## src/rtl/vidctl_pkg.sv

```systemverilog
package vidctl_pkg;

    // Lane index of each control bit inside the internal vectors
    localparam int SIG_HS  = 0;
    localparam int SIG_VS  = 1;
    localparam int SIG_DE  = 2;
    localparam int NUM_SIG = 3;

endpackage

```

## src/rtl/vidctl_width_filt.sv

```systemverilog
module vidctl_width_filt #(
    parameter int MIN_WIDTH = 3
) (
    input  logic clk,
    input  logic rst,
    input  logic bypass,
    input  logic din,
    output logic dout
);

    localparam int CW = $clog2(MIN_WIDTH + 1);
    localparam logic [CW-1:0] LAST = CW'(MIN_WIDTH - 1);

    typedef struct packed {
        logic          lvl;
        logic [CW-1:0] cnt;
    } wf_state_t;

    wf_state_t st_d, st_q;

    // dout is the level that the downstream stage registers on this edge
    always_comb begin
        st_d = st_q;
        dout = st_q.lvl;
        if (bypass) begin
            st_d.lvl = din;
            st_d.cnt = '0;
            dout     = din;
        end else if (din == st_q.lvl) begin
            st_d.cnt = '0;
        end else if (st_q.cnt == LAST) begin
            st_d.lvl = din;
            st_d.cnt = '0;
            dout     = din;
        end else begin
            st_d.cnt = st_q.cnt + CW'(1);
        end
    end

    always_ff @(posedge clk) begin
        if (rst) begin
            st_q <= '0;
        end else begin
            st_q <= st_d;
        end
    end

    // Checker: length of the run of equal input samples, independent of cnt
    logic [CW-1:0] run_q, run_now;
    logic          prev_q;

    always_comb begin
        if (din != prev_q) begin
            run_now = CW'(1);
        end else if (run_q == CW'(MIN_WIDTH)) begin
            run_now = run_q;
        end else begin
            run_now = run_q + CW'(1);
        end
    end

    always_ff @(posedge clk) begin
        if (rst) begin
            run_q  <= '0;
            prev_q <= 1'b0;
        end else begin
            run_q  <= run_now;
            prev_q <= din;
        end
    end

    // with the stage active, a new level passes only after a full run
    a_r1_min_hold: assert property (@(posedge clk) disable iff (rst)
        (!bypass && dout != st_q.lvl) |-> (run_now >= CW'(MIN_WIDTH)))
        else $error("a_r1_min_hold");

endmodule

```

## src/rtl/vidctl_rate_lim.sv

```systemverilog
module vidctl_rate_lim #(
    parameter int WINDOW    = 130,
    parameter int MAX_EDGES = 2
) (
    input  logic clk,
    input  logic rst,
    input  logic din,
    output logic dout,
    output logic viol
);

    localparam int TW = $clog2(WINDOW + 1);
    localparam int AW = $clog2(WINDOW + 1);
    localparam logic [TW-1:0] RELOAD = TW'(WINDOW - 1);
    localparam logic [AW-1:0] AGE_MAX = AW'(WINDOW);

    typedef struct packed {
        logic                          out;
        logic                          prev;
        logic                          viol;
        logic [MAX_EDGES-1:0][TW-1:0]  tmr;
    } rl_state_t;

    rl_state_t st_d, st_q;
    logic      claimed;

    // One countdown per permitted change; a busy timer marks a change
    // still inside the window
    always_comb begin
        st_d      = st_q;
        st_d.prev = din;
        claimed   = 1'b0;
        for (int i = 0; i < MAX_EDGES; i++) begin
            if (st_q.tmr[i] != '0) begin
                st_d.tmr[i] = st_q.tmr[i] - TW'(1);
            end
        end
        if (din != st_q.prev && din != st_q.out) begin
            for (int i = 0; i < MAX_EDGES; i++) begin
                if (!claimed && st_q.tmr[i] == '0) begin
                    claimed     = 1'b1;
                    st_d.tmr[i] = RELOAD;
                end
            end
            if (claimed) begin
                st_d.out = din;
            end else begin
                st_d.viol = 1'b1;
            end
        end
    end

    always_ff @(posedge clk) begin
        if (rst) begin
            st_q <= '0;
        end else begin
            st_q <= st_d;
        end
    end

    assign dout = st_q.out;
    assign viol = st_q.viol;

    // Checker: ages of the most recent output changes, saturating at WINDOW
    logic [MAX_EDGES-1:0][AW-1:0] age_q, age_d;
    logic                         chg;

    assign chg = (st_d.out != st_q.out);

    always_comb begin
        for (int i = 0; i < MAX_EDGES; i++) begin
            age_d[i] = (age_q[i] == AGE_MAX) ? age_q[i] : age_q[i] + AW'(1);
        end
        if (chg) begin
            for (int i = MAX_EDGES - 1; i > 0; i--) begin
                age_d[i] = (age_q[i-1] == AGE_MAX) ? age_q[i-1] : age_q[i-1] + AW'(1);
            end
            age_d[0] = AW'(1);
        end
    end

    always_ff @(posedge clk) begin
        if (rst) begin
            for (int i = 0; i < MAX_EDGES; i++) begin
                age_q[i] <= AGE_MAX;
            end
        end else begin
            age_q <= age_d;
        end
    end

    // a change is allowed only if the oldest tracked change left the window
    a_r4_r5_rate_window: assert property (@(posedge clk) disable iff (rst)
        chg |-> (age_q[MAX_EDGES-1] >= AGE_MAX))
        else $error("a_r4_r5_rate_window");

    // the violation flag never drops outside reset
    a_r6_viol_sticky: assert property (@(posedge clk) disable iff (rst)
        st_q.viol |=> st_q.viol)
        else $error("a_r6_viol_sticky");

endmodule

```

## src/rtl/vidctl_filter.sv

```systemverilog
module vidctl_filter
    import vidctl_pkg::*;
#(
    parameter int MIN_WIDTH       = 3,
    parameter int WINDOW          = 130,
    parameter int LINE_MAX_EDGES  = 2,
    parameter int FRAME_MAX_EDGES = 1
) (
    input  logic clk,
    input  logic rst,
    input  logic bypass_i,
    input  logic hs_i,
    input  logic vs_i,
    input  logic de_i,
    output logic hs_o,
    output logic vs_o,
    output logic de_o,
    output logic hs_viol_o,
    output logic vs_viol_o,
    output logic de_viol_o
);

    logic [NUM_SIG-1:0] raw;
    logic [NUM_SIG-1:0] shaped;
    logic [NUM_SIG-1:0] clean;
    logic [NUM_SIG-1:0] viol;

    assign raw[SIG_HS] = hs_i;
    assign raw[SIG_VS] = vs_i;
    assign raw[SIG_DE] = de_i;

    for (genvar g = 0; g < NUM_SIG; g++) begin : g_sig
        localparam int ME = (g == SIG_VS) ? FRAME_MAX_EDGES : LINE_MAX_EDGES;

        if (g == SIG_VS) begin : g_frame
            assign shaped[g] = raw[g];
        end else begin : g_line
            vidctl_width_filt #(
                .MIN_WIDTH (MIN_WIDTH)
            ) u_width (
                .clk    (clk),
                .rst    (rst),
                .bypass (bypass_i),
                .din    (raw[g]),
                .dout   (shaped[g])
            );
        end

        vidctl_rate_lim #(
            .WINDOW    (WINDOW),
            .MAX_EDGES (ME)
        ) u_rate (
            .clk  (clk),
            .rst  (rst),
            .din  (shaped[g]),
            .dout (clean[g]),
            .viol (viol[g])
        );
    end

    assign hs_o      = clean[SIG_HS];
    assign vs_o      = clean[SIG_VS];
    assign de_o      = clean[SIG_DE];
    assign hs_viol_o = viol[SIG_HS];
    assign vs_viol_o = viol[SIG_VS];
    assign de_viol_o = viol[SIG_DE];

    // in bypass, any HS edge lands on the level sampled one edge earlier
    a_r3_hs_bypass_follow: assert property (@(posedge clk) disable iff (rst)
        ($past(bypass_i) && hs_o != $past(hs_o)) |-> (hs_o == $past(hs_i)))
        else $error("a_r3_hs_bypass_follow");

    // same for DE
    a_r3_de_bypass_follow: assert property (@(posedge clk) disable iff (rst)
        ($past(bypass_i) && de_o != $past(de_o)) |-> (de_o == $past(de_i)))
        else $error("a_r3_de_bypass_follow");

    // reset leaves every output and flag low
    a_r7_reset_clear: assert property (@(posedge clk)
        rst |=> ({hs_o, vs_o, de_o, hs_viol_o, vs_viol_o, de_viol_o} == 6'b0))
        else $error("a_r7_reset_clear");

endmodule

```

## config.mk

```make
export PLATFORM = sky130hd
export DESIGN_NAME = vidctl_filter
export DESIGN_NICKNAME = d
export VERILOG_FILES = /design/src/rtl/vidctl_pkg.sv /design/src/rtl/vidctl_width_filt.sv /design/src/rtl/vidctl_rate_lim.sv /design/src/rtl/vidctl_filter.sv
export SDC_FILE = /design/constraint.sdc
export NUM_CORES = 1
export LEC_CHECK = 0
export ABC_AREA = 1
export CORE_ASPECT_RATIO = 0.8
export CORE_MARGIN = 5
export CORE_UTILIZATION = 45
export CTS_CLUSTER_SIZE = 8
export DETAILED_ROUTE_END_ITERATION = 8
export HOLD_SLACK_MARGIN = 0.1
export PLACE_DENSITY = 0.63
export SLEW_MARGIN = 20
export SYNTH_ARGS = -nofsm -noshare
export SYNTH_HDL_FRONTEND = slang
export SYNTH_SLANG_ARGS = --single-unit
export TNS_END_PERCENT = 5
```

## constraint.sdc

```tcl
create_clock -name clk -period 1.4 [get_ports clk]
set_input_delay 0.42 -clock clk [delete_from_list [all_inputs] [get_ports clk]]
set_output_delay 0.42 -clock clk [all_outputs]
set_load 0.005 [all_outputs]
```

==> summary.md <==
The number of CTS-inserted buffers is 5. For the number of nets still failing antenna checks after routing, the log shows 0. The number of warnings reported in the yosys synthesis log was 0; the synthesized area per cell was 7.39 um^2. In the synthesized netlist the async set-or-reset flop fraction comes to 0%.

Of all nets on the critical path, the largest fanout is 5. Measured along the x axis, the die boundary spans 98.8 um. For this run the aggregate overflow at the end of global routing stands at 0. Of the total power, the share spent switching nets is 44.2%. The synthesis-to-layout area growth works out to 20.9%.

The tools report the total chip power as 7.55 mW. Fill cells in the final layout number 559. Setup repair after global routing could not meet its margin everywhere.

In this run the number of H-tree levels came out at 2. The run finished with clean final reports. The routed design has 5.17 mm of wire.

Ranked by instance count, the synthesized netlist is headed by sky130_fd_sc_hd__nand2_1, sky130_fd_sc_hd__dfxtp_1, sky130_fd_sc_hd__nor2_1, sky130_fd_sc_hd__inv_1, sky130_fd_sc_hd__nand3_1. The clock latency reported for the late side of the worst-skew pair was 300 ps; the worst voltage drop across the vdd grid was 1080 uV. Max-cap violations in this run came to 0. The category of the worst setup path launch point was an input port. Global routing used 14.1% of the available tracks across all layers. Post-synthesis register bit count: 53. For the via count of the first global-routing pass, the log shows 2246. Worst clock skew: 10.7 ps. The total of buffers placed on input and output ports is 11, and the number of hold violations in the final report is 0. The via-per-instance ratio is 4.64, and the number of cells produced by synthesis is 384. The tools report the die outline area as 8000 um^2. The signal on the critical path passes through clkdlybuf4s50_1 -> inv_2 -> nor2_1 -> nor2_1 -> nor2_2 -> nand2_1 -> nand2_1 -> a21oi_1. The run gives 0 as the max-slew violation count. The pre-antenna-repair detailed-routing pass consisted of 4 iterations. In the routed design, unresolved DRC markers number 0. The critical path start-end classification was input port to flip-flop. Number of enable flip-flop cells after synthesis: 0. Total inserted antenna cells: 0.

The internal power of the cells totals 4.21 mW. In this run the count of I/O pins placed on the die edge is 12. The biggest area contributor in the post-synthesis netlist is sky130_fd_sc_hd__dfxtp_1. The final critical-path share of the clock period is 96.4%. In this run the deepest clock path goes through 2 buffers. The final layout contains 444 nets. The largest single stage delay on the critical path is 500 ps. The cell sitting at the root of the clock tree is a sky130_fd_sc_hd__clkbuf_8. For this run, the register share of the synthesized area comes to 37.4%. The path class of the tightest hold or removal check is flip-flop to flip-flop. Power density normalized to cell area: 2200 nW/um^2. The data arrival at the endpoint of the critical path is 1550 ps, and the post-route core utilization is 57.1%. Broken down by cell family, the worst path's largest delay share belongs to buffers and inverters. The initial antenna violation count is 0.

Setup violations remaining at the end of the flow were counted as 0. Counting both buffers and inverters, the worst setup path holds a total of 2. The detailed-placement wirelength estimate is 3.91 mm. The synthesized area is 2840 um^2. Registers are responsible for 31.6% of the overall power.

At the worst endpoint, the required time is 1600 ps. For the global-route wire length before repair, the log shows 9.40 mm. In this run the power spent charging and discharging nets is 3.33 mW.

In the final routed layout, each cell accounts on average for 10.2 um. Across all layers, the routed design uses 2351 vias. For this design, the slowest cell found on the critical path is sky130_fd_sc_hd__clkdlybuf4s50_1.

The most used flip-flop cell after synthesis is sky130_fd_sc_hd__dfxtp_1. The fraction of final layout cells sized beyond drive strength 1 came out at 31.0%. By area the synthesized netlist is led by sky130_fd_sc_hd__dfxtp_1, sky130_fd_sc_hd__nand2_1, sky130_fd_sc_hd__nor2_1, sky130_fd_sc_hd__ha_1, sky130_fd_sc_hd__inv_1.

At the end of routability-driven placement, the weighted congestion stood at 0.782. The initial core utilization was 47.2%. Based on the critical path, the design can be clocked at up to 741 MHz.

Number of nets in the synthesized netlist: 403. The relative contribution of combinational cells to total power was 56.4%; the clock share of power was 12.0%. The core region is 6010 um^2. STA classifies the critical path endpoint as a flip-flop. Measured against its own limit, the worst slew margin works out to 83.0%.

Hold timing on the final database bottoms out at a slack of 396 ps. Entering global routing, the biggest net connects 17 pins. The clock transition at the registers of the reported paths came out at 100 ps. The shortest period the worst path allows is 1350 ps, and the leakage dissipation is 1.67 nW. TritonCTS built the clock tree. The height of the chip is 81.0 um.

In this run, distinct cell masters in the synthesized netlist total 28. The logs give 53 for the TritonCTS sink count and 89 for the number of DRC markers after the initial detailed-route iteration. The run gives 0 ps as the total negative setup slack. In the post-synthesis netlist, the cell with the most instances is sky130_fd_sc_hd__nand2_1.

For the pin with the worst max-slew slack, the measured transition is 253 ps. The floorplan has 25 rows. The fraction of synthesized cell area taken by the top area cell type works out to 37.4%.
area by class of cell:
type	count	area, um^2	area share, %
clock buffers	6	82.6	2.41
clock inverters	2	13.8	0.401
inverters	64	245	7.15
multi-input cells	265	1600	46.8
flip-flops and latches	53	1070	31.3
well taps	81	101	2.96
repair buffers	36	310	9.05
registers in the layout, summed over array words and instances, names as in the netlist:
register                   cells
g_sig.u_rate.dout              3
g_sig.u_rate.st_q             42
g_sig.g_line.u_width.st_q      5
g_sig.u_rate.viol              3
power by group through the flow:
stage,Combinational (mW),Sequential [mW],Clock (mW)
3_5_place_dp,4.03,2.38,0
6_report,4.26,2.38,0.907
4_1_cts,4.04,2.36,0.944
5_1_grt,4.87,2.45,1.02
2_1_floorplan,3.13,2.34,0
3_3_place_gp,3.96,2.37,0
cell usage in the layout (no fill, tap or decap), types with 7 or more instances in the layout:
master                    count
sky130_fd_sc_hd__nor2_4       8
sky130_fd_sc_hd__nor2_2      14
sky130_fd_sc_hd__a21oi_1     18
sky130_fd_sc_hd__nand2_1     69
sky130_fd_sc_hd__inv_2       29
sky130_fd_sc_hd__nand3_1     27
sky130_fd_sc_hd__nand2_2     13
sky130_fd_sc_hd__ha_1         9
sky130_fd_sc_hd__dfxtp_1     44
sky130_fd_sc_hd__nor2_1      48
sky130_fd_sc_hd__xor2_1      12
sky130_fd_sc_hd__buf_4       24
sky130_fd_sc_hd__o21ai_0      7
sky130_fd_sc_hd__inv_1       33
sky130_fd_sc_hd__dfxtp_2      9
worst paths after layout:
| kind | start | endpoint | slack (ps) | depth (start not counted) |
|---|---|---|---|---|
| setup reg to reg | g_sig[0].u_rate.st_q[0] | g_sig[0].u_rate.st_q[7] | 70 | 10 |
| setup / recovery | vs_i | g_sig[1].u_rate.dout | 50 | 8 |
| hold reg to reg | g_sig[0].g_line.u_width.st_q[0] | g_sig[0].g_line.u_width.st_q[0] | 400 | 1 |
| hold / removal | g_sig[0].g_line.u_width.st_q[0] | g_sig[0].g_line.u_width.st_q[0] | 400 | 1 |
metal layers:
metal / routed length, um / up-vias / track usage, %
met2: 2240 / 24 / 23.0
met1: 2720 / 1053 / 18.7
li1: - / 1270 / -
met4: 43 / 0 / 4.23
met3: 162 / 4 / 3.26
met5: 0 / - / 0
what timing repair did:
action | in CTS | in global routing
hold buffers | 0 | 0
hold endpoints to repair | 0 | 0
setup endpoints to repair | 9 | 23
setup buffers | 0 | 1
pin swaps | 2 | 6
gates resized for setup | 14 | 23
cloned | 0 | 0
cell families after synthesis:
family,count (synthesis),share of synthesized area [%]
XOR/XNOR,15,4.63
AO/OA/AOI/OAI,38,7.54
flip-flops,53,37.4
buffers and inverters,66,8.82
AND/OR/NAND/NOR,199,35.9
adder cells (fa/ha/maj),13,5.73
metrics by stage:
| stage | instance area [um^2] | setup WS [ps] | std cells |
|---|---|---|---|
| 2_1_floorplan | 2840 | 15.1 | 384 |
| 3_5_place_dp | 3230 | -266 | 498 |
| 4_1_cts | 3330 | -17.1 | 506 |
| 6_report | 3430 | 50.7 | 507 |
| 5_1_grt | 3430 | -32.8 | 507 |
| 3_3_place_gp | 3230 | -238 | 498 |
(Power assumes the default switching activity.)
